**src/rtl/i2c_line_pkg.sv**
```systemverilog
package i2c_line_pkg;

  typedef enum logic [2:0] {
    OP_START  = 3'd0,
    OP_RSTART = 3'd1,
    OP_STOP   = 3'd2,
    OP_WRITE  = 3'd3,
    OP_READ   = 3'd4
  } op_e;

  localparam logic [1:0] SPD_STD  = 2'd0;
  localparam logic [1:0] SPD_FAST = 2'd1;

  localparam longint unsigned NS_STD_LO  = 64'd4700;
  localparam longint unsigned NS_STD_HI  = 64'd4000;
  localparam longint unsigned NS_FAST_LO = 64'd1300;
  localparam longint unsigned NS_FAST_HI = 64'd600;

  typedef enum logic [3:0] {
    S_IDLE, S_RS_REL, S_CHK, S_REC_LO, S_REC_HI, S_ST_SDA, S_ST_SCL,
    S_SP_SDA, S_SP_SCL, S_SP_REL, S_BIT_HI, S_BIT_LO
  } seq_e;

  function automatic longint unsigned ns_to_cyc(longint unsigned hz, longint unsigned ns);
    return (hz * ns) / 64'd1_000_000_000 + 64'd1;
  endfunction

endpackage

```
**src/rtl/i2c_sync2.sv**
```systemverilog
module i2c_sync2 #(
  parameter int N = 2
) (
  input  logic         clk,
  input  logic         rst_n,
  input  logic [N-1:0] d,
  output logic [N-1:0] q
);
  // Idle bus lines read high, so the flops reset to 1.
  for (genvar i = 0; i < N; i++) begin : g_bit
    logic s1_q, s2_q;
    always_ff @(posedge clk or negedge rst_n) begin
      if (!rst_n) begin
        s1_q <= 1'b1;
        s2_q <= 1'b1;
      end else begin
        s1_q <= d[i];
        s2_q <= s1_q;
      end
    end
    assign q[i] = s2_q;
  end
endmodule

```
**src/rtl/i2c_phase_sel.sv**
```systemverilog
module i2c_phase_sel
  import i2c_line_pkg::*;
#(
  parameter longint unsigned CLK_HZ = 64'd200_000_000,
  parameter int              TW     = 12
) (
  input  logic [1:0]    speed,
  output logic [TW-1:0] t_low,
  output logic [TW-1:0] t_high,
  output logic          ok
);
  localparam logic [TW-1:0] STD_LO  = TW'(ns_to_cyc(CLK_HZ, NS_STD_LO));
  localparam logic [TW-1:0] STD_HI  = TW'(ns_to_cyc(CLK_HZ, NS_STD_HI));
  localparam logic [TW-1:0] FAST_LO = TW'(ns_to_cyc(CLK_HZ, NS_FAST_LO));
  localparam logic [TW-1:0] FAST_HI = TW'(ns_to_cyc(CLK_HZ, NS_FAST_HI));

  always_comb begin
    t_low  = STD_LO;
    t_high = STD_HI;
    ok     = 1'b1;
    case (speed)
      SPD_STD:  ;
      SPD_FAST: begin
        t_low  = FAST_LO;
        t_high = FAST_HI;
      end
      default:  ok = 1'b0;
    endcase
  end
endmodule

```
**src/rtl/i2c_phase_timer.sv**
```systemverilog
module i2c_phase_timer #(
  parameter int TW         = 12,
  parameter int STRETCH_TO = 4096
) (
  input  logic          clk,
  input  logic          rst_n,
  input  logic          load,
  input  logic [TW-1:0] load_len,
  input  logic          gate,
  input  logic          scl_hi,
  output logic          expired,
  output logic          tmo
);
  localparam int SW = $clog2(STRETCH_TO + 1);
  localparam logic [SW-1:0] TO_LAST = SW'(STRETCH_TO - 1);

  logic [TW-1:0] cnt_q, cnt_d;
  logic [SW-1:0] sc_q, sc_d;
  logic          hold_q, hold_d;
  logic          en;

  assign en      = load | hold_q | (cnt_q != '0);
  assign tmo     = hold_q & ~scl_hi & (sc_q == TO_LAST);
  assign expired = ~hold_q & (cnt_q == '0);

  always_comb begin
    cnt_d  = cnt_q;
    sc_d   = sc_q;
    hold_d = hold_q;
    if (load) begin
      cnt_d  = load_len - TW'(1);
      hold_d = gate;
      sc_d   = '0;
    end else if (hold_q) begin
      if (scl_hi || sc_q == TO_LAST) hold_d = 1'b0;
      else                           sc_d   = sc_q + SW'(1);
    end else if (cnt_q != '0) begin
      cnt_d = cnt_q - TW'(1);
    end
  end

  always_ff @(posedge clk or negedge rst_n) begin
    if (!rst_n) begin
      cnt_q  <= '0;
      sc_q   <= '0;
      hold_q <= 1'b0;
    end else if (en) begin
      cnt_q  <= cnt_d;
      sc_q   <= sc_d;
      hold_q <= hold_d;
    end
  end


  stretch_exit_chk: assert property (@(posedge clk) disable iff (!rst_n)
    $fell(hold_q) |-> ($past(scl_hi) || $past(sc_q) == TO_LAST));
endmodule

```
**src/rtl/i2c_line_ctrl.sv**
```systemverilog
module i2c_line_ctrl
  import i2c_line_pkg::*;
#(
  parameter longint unsigned CLK_HZ     = 64'd200_000_000,
  parameter int              STRETCH_TO = 4096
) (
  input  logic       clk,
  input  logic       rst_n,
  input  logic       cmd_valid,
  output logic       cmd_ready,
  input  logic [2:0] cmd_op,
  input  logic       cmd_wbit,
  input  logic [1:0] speed_sel,
  output logic       done,
  output logic       rd_bit,
  output logic       cmd_err,
  output logic       stretch_to,
  input  logic       scl_in,
  input  logic       sda_in,
  output logic       scl_oe,
  output logic       sda_oe
);
  localparam longint unsigned MAX_LO = ns_to_cyc(CLK_HZ, NS_STD_LO);
  localparam longint unsigned MAX_HI = ns_to_cyc(CLK_HZ, NS_STD_HI);
  localparam int TW = $clog2(MAX_LO + 2 * MAX_HI + 1);

  seq_e          state_q, state_d;
  logic          scl_q, scl_d, sda_q, sda_d;
  logic          done_q, done_d, err_q, err_d;
  logic          rd_q, rd_d, cap_q, cap_d, isrd_q, isrd_d;
  logic [1:0]    spd_q, spd_d, spd_mux;
  logic          to_q;
  logic          ld, ld_gate, tdone, tmo, bad;
  logic [TW-1:0] ld_len, t_lo, t_hi;
  logic          spd_ok, scl_s, sda_s;

  i2c_sync2 #(.N(2)) u_sync (
    .clk(clk), .rst_n(rst_n), .d({scl_in, sda_in}), .q({scl_s, sda_s})
  );

  assign spd_mux = (state_q == S_IDLE) ? speed_sel : spd_q;

  i2c_phase_sel #(.CLK_HZ(CLK_HZ), .TW(TW)) u_sel (
    .speed(spd_mux), .t_low(t_lo), .t_high(t_hi), .ok(spd_ok)
  );

  i2c_phase_timer #(.TW(TW), .STRETCH_TO(STRETCH_TO)) u_tmr (
    .clk(clk), .rst_n(rst_n), .load(ld), .load_len(ld_len), .gate(ld_gate),
    .scl_hi(scl_s), .expired(tdone), .tmo(tmo)
  );

  assign bad       = !spd_ok || (cmd_op > 3'd4);
  assign cmd_ready = (state_q == S_IDLE);

  always_comb begin
    state_d = state_q;
    scl_d   = scl_q;
    sda_d   = sda_q;
    done_d  = 1'b0;
    err_d   = 1'b0;
    rd_d    = rd_q;
    cap_d   = cap_q;
    isrd_d  = isrd_q;
    spd_d   = spd_q;
    ld      = 1'b0;
    ld_len  = t_lo;
    ld_gate = 1'b0;
    case (state_q)
      S_IDLE: if (cmd_valid) begin
        spd_d  = speed_sel;
        isrd_d = 1'b0;
        if (bad) begin
          done_d = 1'b1;
          err_d  = 1'b1;
        end else begin
          case (cmd_op)
            OP_START:  state_d = S_CHK;
            OP_RSTART: begin
              state_d = S_RS_REL; sda_d = 1'b0; scl_d = 1'b0;
              ld = 1'b1; ld_len = t_hi + t_lo; ld_gate = 1'b1;
            end
            OP_STOP: begin
              state_d = S_SP_SDA; sda_d = 1'b1; ld = 1'b1; ld_len = t_lo;
            end
            default: begin
              state_d = S_BIT_HI; scl_d = 1'b0;
              sda_d   = (cmd_op == OP_WRITE) ? ~cmd_wbit : 1'b0;
              isrd_d  = (cmd_op == OP_READ);
              ld = 1'b1; ld_len = t_hi; ld_gate = 1'b1;
            end
          endcase
        end
      end
      S_RS_REL: if (tdone) state_d = S_CHK;
      S_CHK: begin
        ld = 1'b1;
        if (!sda_s) begin
          state_d = S_REC_LO; scl_d = 1'b1; ld_len = t_lo;
        end else begin
          state_d = S_ST_SDA; sda_d = 1'b1; ld_len = t_hi;
        end
      end
      S_REC_LO: if (tdone) begin
        state_d = S_REC_HI; scl_d = 1'b0; ld = 1'b1; ld_len = t_lo; ld_gate = 1'b1;
      end
      S_REC_HI: if (tdone) begin
        state_d = S_ST_SDA; sda_d = 1'b1; ld = 1'b1; ld_len = t_hi;
      end
      S_ST_SDA: if (tdone) begin
        state_d = S_ST_SCL; scl_d = 1'b1; ld = 1'b1; ld_len = t_lo;
      end
      S_SP_SDA: if (tdone) begin
        state_d = S_SP_SCL; scl_d = 1'b0; ld = 1'b1; ld_len = t_hi << 1; ld_gate = 1'b1;
      end
      S_SP_SCL: if (tdone) begin
        state_d = S_SP_REL; sda_d = 1'b0; ld = 1'b1; ld_len = t_lo;
      end
      S_BIT_HI: if (tdone) begin
        state_d = S_BIT_LO; scl_d = 1'b1; ld = 1'b1; ld_len = t_lo;
        if (isrd_q) cap_d = sda_s;
      end
      S_BIT_LO: if (tdone) begin
        state_d = S_IDLE; done_d = 1'b1;
        if (isrd_q) rd_d = cap_q;
      end
      S_ST_SCL, S_SP_REL: if (tdone) begin
        state_d = S_IDLE; done_d = 1'b1;
      end
      default: state_d = S_IDLE;
    endcase
  end

  always_ff @(posedge clk or negedge rst_n) begin
    if (!rst_n) begin
      state_q <= S_IDLE;
      scl_q   <= 1'b0;
      sda_q   <= 1'b0;
      done_q  <= 1'b0;
      err_q   <= 1'b0;
      rd_q    <= 1'b0;
      cap_q   <= 1'b0;
      isrd_q  <= 1'b0;
      spd_q   <= SPD_STD;
      to_q    <= 1'b0;
    end else begin
      state_q <= state_d;
      scl_q   <= scl_d;
      sda_q   <= sda_d;
      done_q  <= done_d;
      err_q   <= err_d;
      rd_q    <= rd_d;
      cap_q   <= cap_d;
      isrd_q  <= isrd_d;
      spd_q   <= spd_d;
      if (tmo) to_q <= 1'b1;
    end
  end

  assign scl_oe     = scl_q;
  assign sda_oe     = sda_q;
  assign done       = done_q;
  assign cmd_err    = err_q;
  assign rd_bit     = rd_q;
  assign stretch_to = to_q;


  busy_block_chk: assert property (@(posedge clk) disable iff (!rst_n)
    (cmd_valid && cmd_ready && !bad) |=> !cmd_ready);

  tmo_sticky_chk: assert property (@(posedge clk) disable iff (!rst_n)
    stretch_to |=> stretch_to);

  rdbit_hold_chk: assert property (@(posedge clk) disable iff (!rst_n)
    !done |-> $stable(rd_bit));

  err_done_chk: assert property (@(posedge clk) disable iff (!rst_n)
    cmd_err |-> done);

  wr_sda_stable_chk: assert property (@(posedge clk) disable iff (!rst_n)
    (state_q == S_BIT_HI && $past(state_q) == S_BIT_HI) |-> $stable(sda_oe));

  start_scl_rel_chk: assert property (@(posedge clk) disable iff (!rst_n)
    (state_q == S_ST_SDA) |-> !scl_oe);
endmodule

```
**config.mk**
```make
export PLATFORM = sky130hd
export DESIGN_NAME = i2c_line_ctrl
export DESIGN_NICKNAME = d
export VERILOG_FILES = /design/src/rtl/i2c_line_pkg.sv /design/src/rtl/i2c_sync2.sv /design/src/rtl/i2c_phase_sel.sv /design/src/rtl/i2c_phase_timer.sv /design/src/rtl/i2c_line_ctrl.sv
export SDC_FILE = /design/constraint.sdc
export NUM_CORES = 1
export LEC_CHECK = 0
export ABC_AREA = 0
export ABC_CLOCK_PERIOD_IN_PS = 6150
export BUFFER_PORTS_ARGS = -buffer_cell sky130_fd_sc_hd__buf_2
export CAP_MARGIN = 10
export CORE_UTILIZATION = 50
export CTS_CLUSTER_DIAMETER = 40
export DETAILED_ROUTE_END_ITERATION = 7
export PLACE_DENSITY = 0.67
export SETUP_SLACK_MARGIN = 0.02
export SYNTH_ARGS = -nofsm -noshare
export SYNTH_HDL_FRONTEND = slang
export SYNTH_SLANG_ARGS = --single-unit
```
**constraint.sdc**
```tcl
create_clock -name clk -period 6.15 [get_ports clk]
set_clock_uncertainty 0.2 [all_clocks]
set_input_delay 0.615 -clock clk [delete_from_list [all_inputs] [get_ports clk]]
set_output_delay 0.615 -clock clk [all_outputs]
set_load 0.02 [all_outputs]
```
==> summary.txt, run 1 <==
Status
  • Status: completed

Clocking
  • Reg clk slew, reported paths: 90 ps
  • Clock Sinks: 44
  • CTS tree: built
  • Setup Buffers After CTS: 0
  • CTS Buf Count: 5
  • Post-cts resize count: 0
  • CTS H-Tree Depth: 2
  • Clk_lat worst skew: 310 ps
  • Root Driver: clkbuf_8
  • Hold_buf cts: 0
  • Longest Clk Path Bufs: 2

STA
  • Setup TNS: 0 ps
  • Final hold viol count: 0
  • Max-slew headroom: 32.9%
  • Fmax: 230 MHz
  • Min Tclk post-route: 4350 ps
  • Setup slack after layout: 1800 ps
  • Final period utilization: 70.8%
  • Final setup vio count: 0
  • Slew of the pin with the lowest slew margin: 995 ps
  • RSZ-0062 raised after global routing: false
  • Max Slew Vio Count: 0

Floorplan
  • I/O pins: 18
  • Die X: 80.6 microns
  • Core Area: 0.00596 sq mm
  • Rows: 28
  • Die Y: 80.6 microns
  • DIE AREA: 0.00650 sq mm
  • Starting Density: 51.9%

Setup path
  • Crit-path leading delay family: simple AND/OR/NAND/NOR gates
  • Slowest CP cell: dfrtp_1
  • Required @ worst endpoint: 6180 ps
  • Worst path cell trace: nor2_1, nand2_2, inv_2, mux2_4, ha_1, and3_1, o21ai_0, o221ai_1, nor4_4, o211ai_2, or2_1, or4_1, a31oi_1
  • CP startpoint kind: register
  • Critical path arrival: 4390 ps
  • Critical path class: reg2reg
  • Critical path's largest stage delay: 910 ps
  • Critical Path Fanout Max: 28
  • Worst path bufs/invs: 1
  • Setup crit end kind: register

Synth
  • Ys async rst share: 100%
  • Primary FF master, synth: dfrtp_1
  • Register area share after synthesis: 35.8%
  • Post-synth EDFFs: 0
  • Mapped Cells: 350
  • FF+latch count, synth: 44
  • Area leader, netlist: dfrtp_1
  • Synth cell types: 70
  • Syn Nets: 372
  • Synth area leaders: dfrtp_1, o21ai_0, ha_1, nor2_1, nand2_1
  • Syn avg cell area: 8.83 sq um
  • Yosys warning total: 0
  • Cell Area, Synth: 0.00309 sq mm
  • Synth top area share: 32.4%

Layout
  • ANT cells: 0
  • Final #Nets: 378
  • Most frequent cells in the layout: dfrtp_1, nor2_1, nand2_1
  • Layout cells sized above 1: 13.4%
  • Fin util: 55.7%
  • Most common cell after layout, fill and taps aside: dfrtp_1
  • Area Growth Syn to Fin: 7.29%

Routing
  • Routed via count: 2632
  • Vias per inst: 6.09
  • Initial DRC Count: 137
  • Drt wl/cell: 17.5 microns
  • First-pass iteration count of the detailed router: 5
  • Post-route ant nets: 0
  • DRC viols: 0
  • Overall routed net length: 7.57 mm

Power
  • PwrDens: 458 mW/mm^2
  • Leakage: 1.39 nW
  • IR drop worst, VDD: 0.264 mV

Placed design
  • Post-placement setup slack: 1900 ps
  • GP Congestion: 0.956
  • Post-DP HPWL: 5.48 mm
  • IO Port Bufs: 17

Global route
  • GRT overflow: 0
  • Vias in the first global route: 2465
  • Overall routing resource usage: 25.6%
  • Largest net degree at the start of global routing: 45
  • Initial antenna violation count: 0
  • First-pass GRT wire length: 12.6 mm

Job
  • Max-capacitance violation count: 0

Hold path
  • Hold/Removal Path Class: reg2reg
registers in the layout, indices dropped and copies added (netlist names):
name / cells
cap_q: 1
cmd_err: 1
done: 1
isrd_q: 1
rd_bit: 1
scl_oe: 1
sda_oe: 1
spd_q: 2
state_q: 4
stretch_to: 1
u_sync.g_bit.s1_q: 2
u_sync.g_bit.s2_q: 2
u_tmr.cnt_q: 12
u_tmr.hold_q: 1
u_tmr.sc_q: 13
through the flow:
stage               cells  area (sq um)  total power [mW]  hold WS, ps
floorplan             350          3090              1.10          119
global placement      424          3200              1.27          146
CTS                   432          3320              1.52          161
finish                432          3320              1.52          159
detailed placement    424          3200              1.28          147
global route          432          3320              1.64          164
layout make-up:
class                           count  area [sq um]
Timing Repair Buffer               17          85.1
Clock inverter                      3          46.3
Tap cell                           75          93.8
Inverter                            9          38.8
Multi-Input combinational cell    279          1880
Sequential cell                    44          1110
Clock buffer                        5          68.8
Fill cell                         550          2640
final timing paths:
kind	start	endpoint	cells past startpoint	slack (ps)
setup / recovery	state_q[0]	u_tmr.cnt_q[10]	13	1800
hold / removal	u_sync.g_bit[0].s1_q	u_sync.g_bit[0].s2_q	0	160
setup reg to reg	state_q[0]	u_tmr.cnt_q[10]	13	1800
hold reg to reg	u_sync.g_bit[0].s1_q	u_sync.g_bit[0].s2_q	0	160
max in group asynchronous	rst_n	state_q[3]	1	4890
min in group asynchronous	rst_n	u_tmr.cnt_q[7]	1	250
layer usage:
metal  vias to the layer above  GRT usage (%)  wire length [microns]  share of wire [%]
met2                        64           41.1                   3550                 47
met1                      1261           35.3                   3590                 47
li1                       1296              -                      -                  -
met3                        11           3.75                    316                4.2
met4                         0           7.68                    118                1.6
met5                         -              0                      0                  0
worst register-to-register path, stage by stage, from the launching register on:
cell and delay [ps]:
dfrtp_1 910, nor2_1 260, nand2_2 170, inv_2 90, mux2_4 370, ha_1 210
and3_1 180, o21ai_0 200, o221ai_1 210, nor4_4 290, o211ai_2 210, or2_1 300
or4_1 500, a31oi_1 190
cell families (layout without fill, tap and decap cells):
logic type,count (synthesis),in the layout,share of synthesized area (%)
and+or+nand+nor,138,138,24.8
AOI/OAI and AO/OA,96,96,20.6
DFF,44,44,35.8
buffers and inverters,27,34,3.73
xor gates and xnor gates,20,20,5.67
muxes,13,13,4.62
adders and majority gates,12,12,4.78
Yosys cell counts, types with 7 or more instances:
cell type and instances:
a21oi_1 21, clkbuf_1 11, dfrtp_1 40, ha_1 11, inv_1 7, nand2_1 30, nand3_1 11, nor2_1 31
nor2b_1 7, nor3_1 13, o21ai_0 28, xnor2_1 10, xor2_1 10
where the power goes:
group	switching, mW	internal (mW)	total (mW)
combinational	0.467	0.311	0.778
sequential	0.139	0.368	0.507
clock	0.111	0.122	0.234
total	0.718	0.801	1.52
(Power assumes the default switching activity.)
==> run 2: changes to the inputs <==
--- a/config.mk
+++ b/config.mk
@@ -6,13 +6,13 @@
 export NUM_CORES = 1
 export LEC_CHECK = 0
 export ABC_AREA = 0
-export ABC_CLOCK_PERIOD_IN_PS = 6150
+export ABC_CLOCK_PERIOD_IN_PS = 3600
 export BUFFER_PORTS_ARGS = -buffer_cell sky130_fd_sc_hd__buf_2
 export CAP_MARGIN = 10
 export CORE_UTILIZATION = 50
 export CTS_CLUSTER_DIAMETER = 40
 export DETAILED_ROUTE_END_ITERATION = 7
-export PLACE_DENSITY = 0.67
+export PLACE_DENSITY = 0.7
 export SETUP_SLACK_MARGIN = 0.02
 export SYNTH_ARGS = -nofsm -noshare
 export SYNTH_HDL_FRONTEND = slang
==> constraint.sdc (replaced) <==
create_clock -name clk -period 3.6 [get_ports clk]
set_clock_uncertainty 0.2 [all_clocks]
set_input_delay 0.36 -clock clk [delete_from_list [all_inputs] [get_ports clk]]
set_output_delay 0.36 -clock clk [all_outputs]
set_load 0.02 [all_outputs]
==> run 2 against run 1 <==
  * Critical path depth is 2 lower
  * Sequential power is 51% higher
  * Clock-buffer cell count stayed put
  * Combinational power is 100% higher
  * Flip-flop and latch count stayed put
  * Routed wire length hardly changed
  * Via count is 4.1% higher
  * Cell count is 4.6% higher
  * Critical path type unchanged
  * Critical endpoint unchanged
  * Largest power group unchanged
  * Highest routed layer unchanged
==> summary.txt, run 2 (synthesis gave the netlist of run 1 again) <==
Routing
  • Vias per inst: 6.06 (-0.47%)
  • Routed via count: 2741 (+4.1%)
  • Post-route ant nets: 0 (unchanged)
  • Drt wl/cell: 16.8 microns (-4.3%)
  • Initial DRC Count: 237 (+73%)
  • Overall routed net length: 7.58 mm (about the same)
  • DRC viols: 0 (unchanged)
  • First-pass iteration count of the detailed router: 4 (-1)

Power
  • Leakage: 1.49 nW (+7.3%)
  • IR drop worst, VDD: 0.512 mV (+94%)
  • PwrDens: 778 mW/mm^2 (+70%)

Layout
  • Max reg flops: 13 (unchanged)
  • Largest regs: u_tmr.sc_q (13), u_tmr.cnt_q (12), state_q (4)
  • Area of the multi-input gates: 0.00191 sq mm (+1.5%)
  • Layout cells sized above 1: 18.3% (+4.9 points)
  • Non-Filler Instances: 452 (+4.6%)
  • Final #Nets: 398 (+5.3%)
  • Register Area: 0.00111 sq mm (unchanged)
  • ANT cells: 0 (unchanged)
  • Most frequent cells in the layout: dfrtp_1, nor2_1, nand2_1
  • Most flops, register: u_tmr.sc_q
  • Fin util: 58.7% (+3.0 points)
  • Area Growth Syn to Fin: 13.1%
  • Fillers: 535 (-2.7%)
  • Most common cell after layout, fill and taps aside: dfrtp_1

Clocking
  • CTS Buf Count: 5 (unchanged)
  • Clock Sinks: 44 (unchanged)
  • Root Driver: clkbuf_8
  • CTS H-Tree Depth: 2 (unchanged)
  • Longest Clk Path Bufs: 2 (unchanged)
  • Reg clk slew, reported paths: 90 ps (about the same)
  • CTS tree: built
  • Clk_lat worst skew: 290 ps (-20 ps)

STA
  • RSZ-0062 raised after global routing: false
  • Final period utilization: 95.1% (+24 points)
  • Final setup vio count: 0 (unchanged)
  • Slew of the pin with the lowest slew margin: 982 ps (-13.0 ps)
  • Min Tclk post-route: 3420 ps (-931 ps)
  • Final hold viol count: 0 (unchanged)
  • Setup TNS: 0 ps (unchanged)
  • Fmax: 292 MHz (+27%)
  • Max-slew headroom: 34.5% (+1.6 points)
  • Max Slew Vio Count: 0 (unchanged)

Floorplan
  • Starting Density: 51.9% (unchanged)
  • Rows: 28 (unchanged)
  • Die X: 80.6 microns (unchanged)
  • Die Y: 80.6 microns (unchanged)
  • Core Area: 0.00596 sq mm (unchanged)
  • I/O pins: 18 (unchanged)
  • DIE AREA: 0.00650 sq mm (unchanged)

Global route
  • Vias in the first global route: 2541 (+3.1%)
  • Initial antenna violation count: 0 (unchanged)
  • Largest net degree at the start of global routing: 45 (unchanged)
  • First-pass GRT wire length: 12.5 mm (-0.33%)
  • GRT overflow: 0 (unchanged)
  • Overall routing resource usage: 25.3% (-0.30 points)

Setup path
  • Critical path arrival: 3440 ps (-950 ps)
  • Setup crit end kind: register
  • Critical path class: reg2reg
  • Required @ worst endpoint: 3620 ps (-2560 ps)
  • Critical Path Fanout Max: 7 (-75%)
  • CP startpoint kind: register

Placed design
  • Cells after DPL: 442 (+4.2%)
  • Post-DP HPWL: 5.51 mm (+0.59%)
  • GP Congestion: 0.906 (-5.2%)
  • IO Port Bufs: 17 (unchanged)

Hold path
  • Hold/Removal Path Class: in2async

Job
  • Max-capacitance violation count: 0 (unchanged)

Status
  • Status: completed
[run 2: path summary, 6_finish.rpt]
| check | from | endpoint | slack [ps] | depth (start not counted) |
|---|---|---|---|---|
| setup / recovery | u_tmr.cnt_q[9] | u_tmr.cnt_q[10] | 180 | 11 |
| min in group clk | u_sync.g_bit[0].s1_q | u_sync.g_bit[0].s2_q | 160 | 0 |
| max in group asynchronous | rst_n | sda_oe | 2580 | 1 |
| hold / removal | rst_n | u_tmr.cnt_q[8] | 20 | 1 |
| setup reg to reg | u_tmr.cnt_q[9] | u_tmr.cnt_q[10] | 180 | 11 |
| hold reg to reg | u_sync.g_bit[0].s1_q | u_sync.g_bit[0].s2_q | 160 | 0 |
[run 2: area by class of cell]
cell class / instances / area share [%]
well taps: 75 / 2.68
flip-flops and latches: 44 / 31.6
multi-input cells: 279 / 54.5
repair buffers: 37 / 6.87
clock buffers: 5 / 1.97
inverters: 9 / 1.11
clock inverters: 3 / 1.22
[run 2: stage by stage]
stage	hold WS, ps	setup slack (ps)	power (mW)	instance area [sq um]
after CTS	58.2	119	2.68	3470
after detailed placement	149	164	2.29	3340
after floorplan	-136	23.2	1.88	3090
after global placement	146	182	2.27	3340
final	20.9	178	2.72	3500
after global routing	112	14.8	2.92	3500
[run 2: routing by layer]
layer	share of wire [%]	GRT usage, %	routed length [microns]	vias to the layer above
met5	0	0	0	-
met4	2.2	8.93	169	0
met3	5.3	3.86	401	17
met2	46	39.6	3490	98
met1	46	35.1	3520	1299
li1	-	-	-	1327
[run 2: power by group]
part	leakage, nW	switching, mW	internal (mW)	total [mW]
clock	0.0541	0.175	0.206	0.380
combinational	0.881	0.944	0.626	1.57
sequential	0.552	0.137	0.631	0.768
[run 2: what timing repair did]
action,in CTS,in global routing
resized for setup,0,5
hold endpoints to repair,2,0
buffers inserted,0,0
hold buffers,2,0
setup endpoints to repair,0,3
[run 2: critical path, cell delays in order (launching register included)]
cell      delay [ps]
dfrtp_1          450
nor4_4           400
nand4_4          140
buf_4            210
o21ai_0          360
o21bai_1         170
ha_1             220
o31a_1           170
o211ai_2          90
or2_1            270
or4_1            500
a31oi_1          170
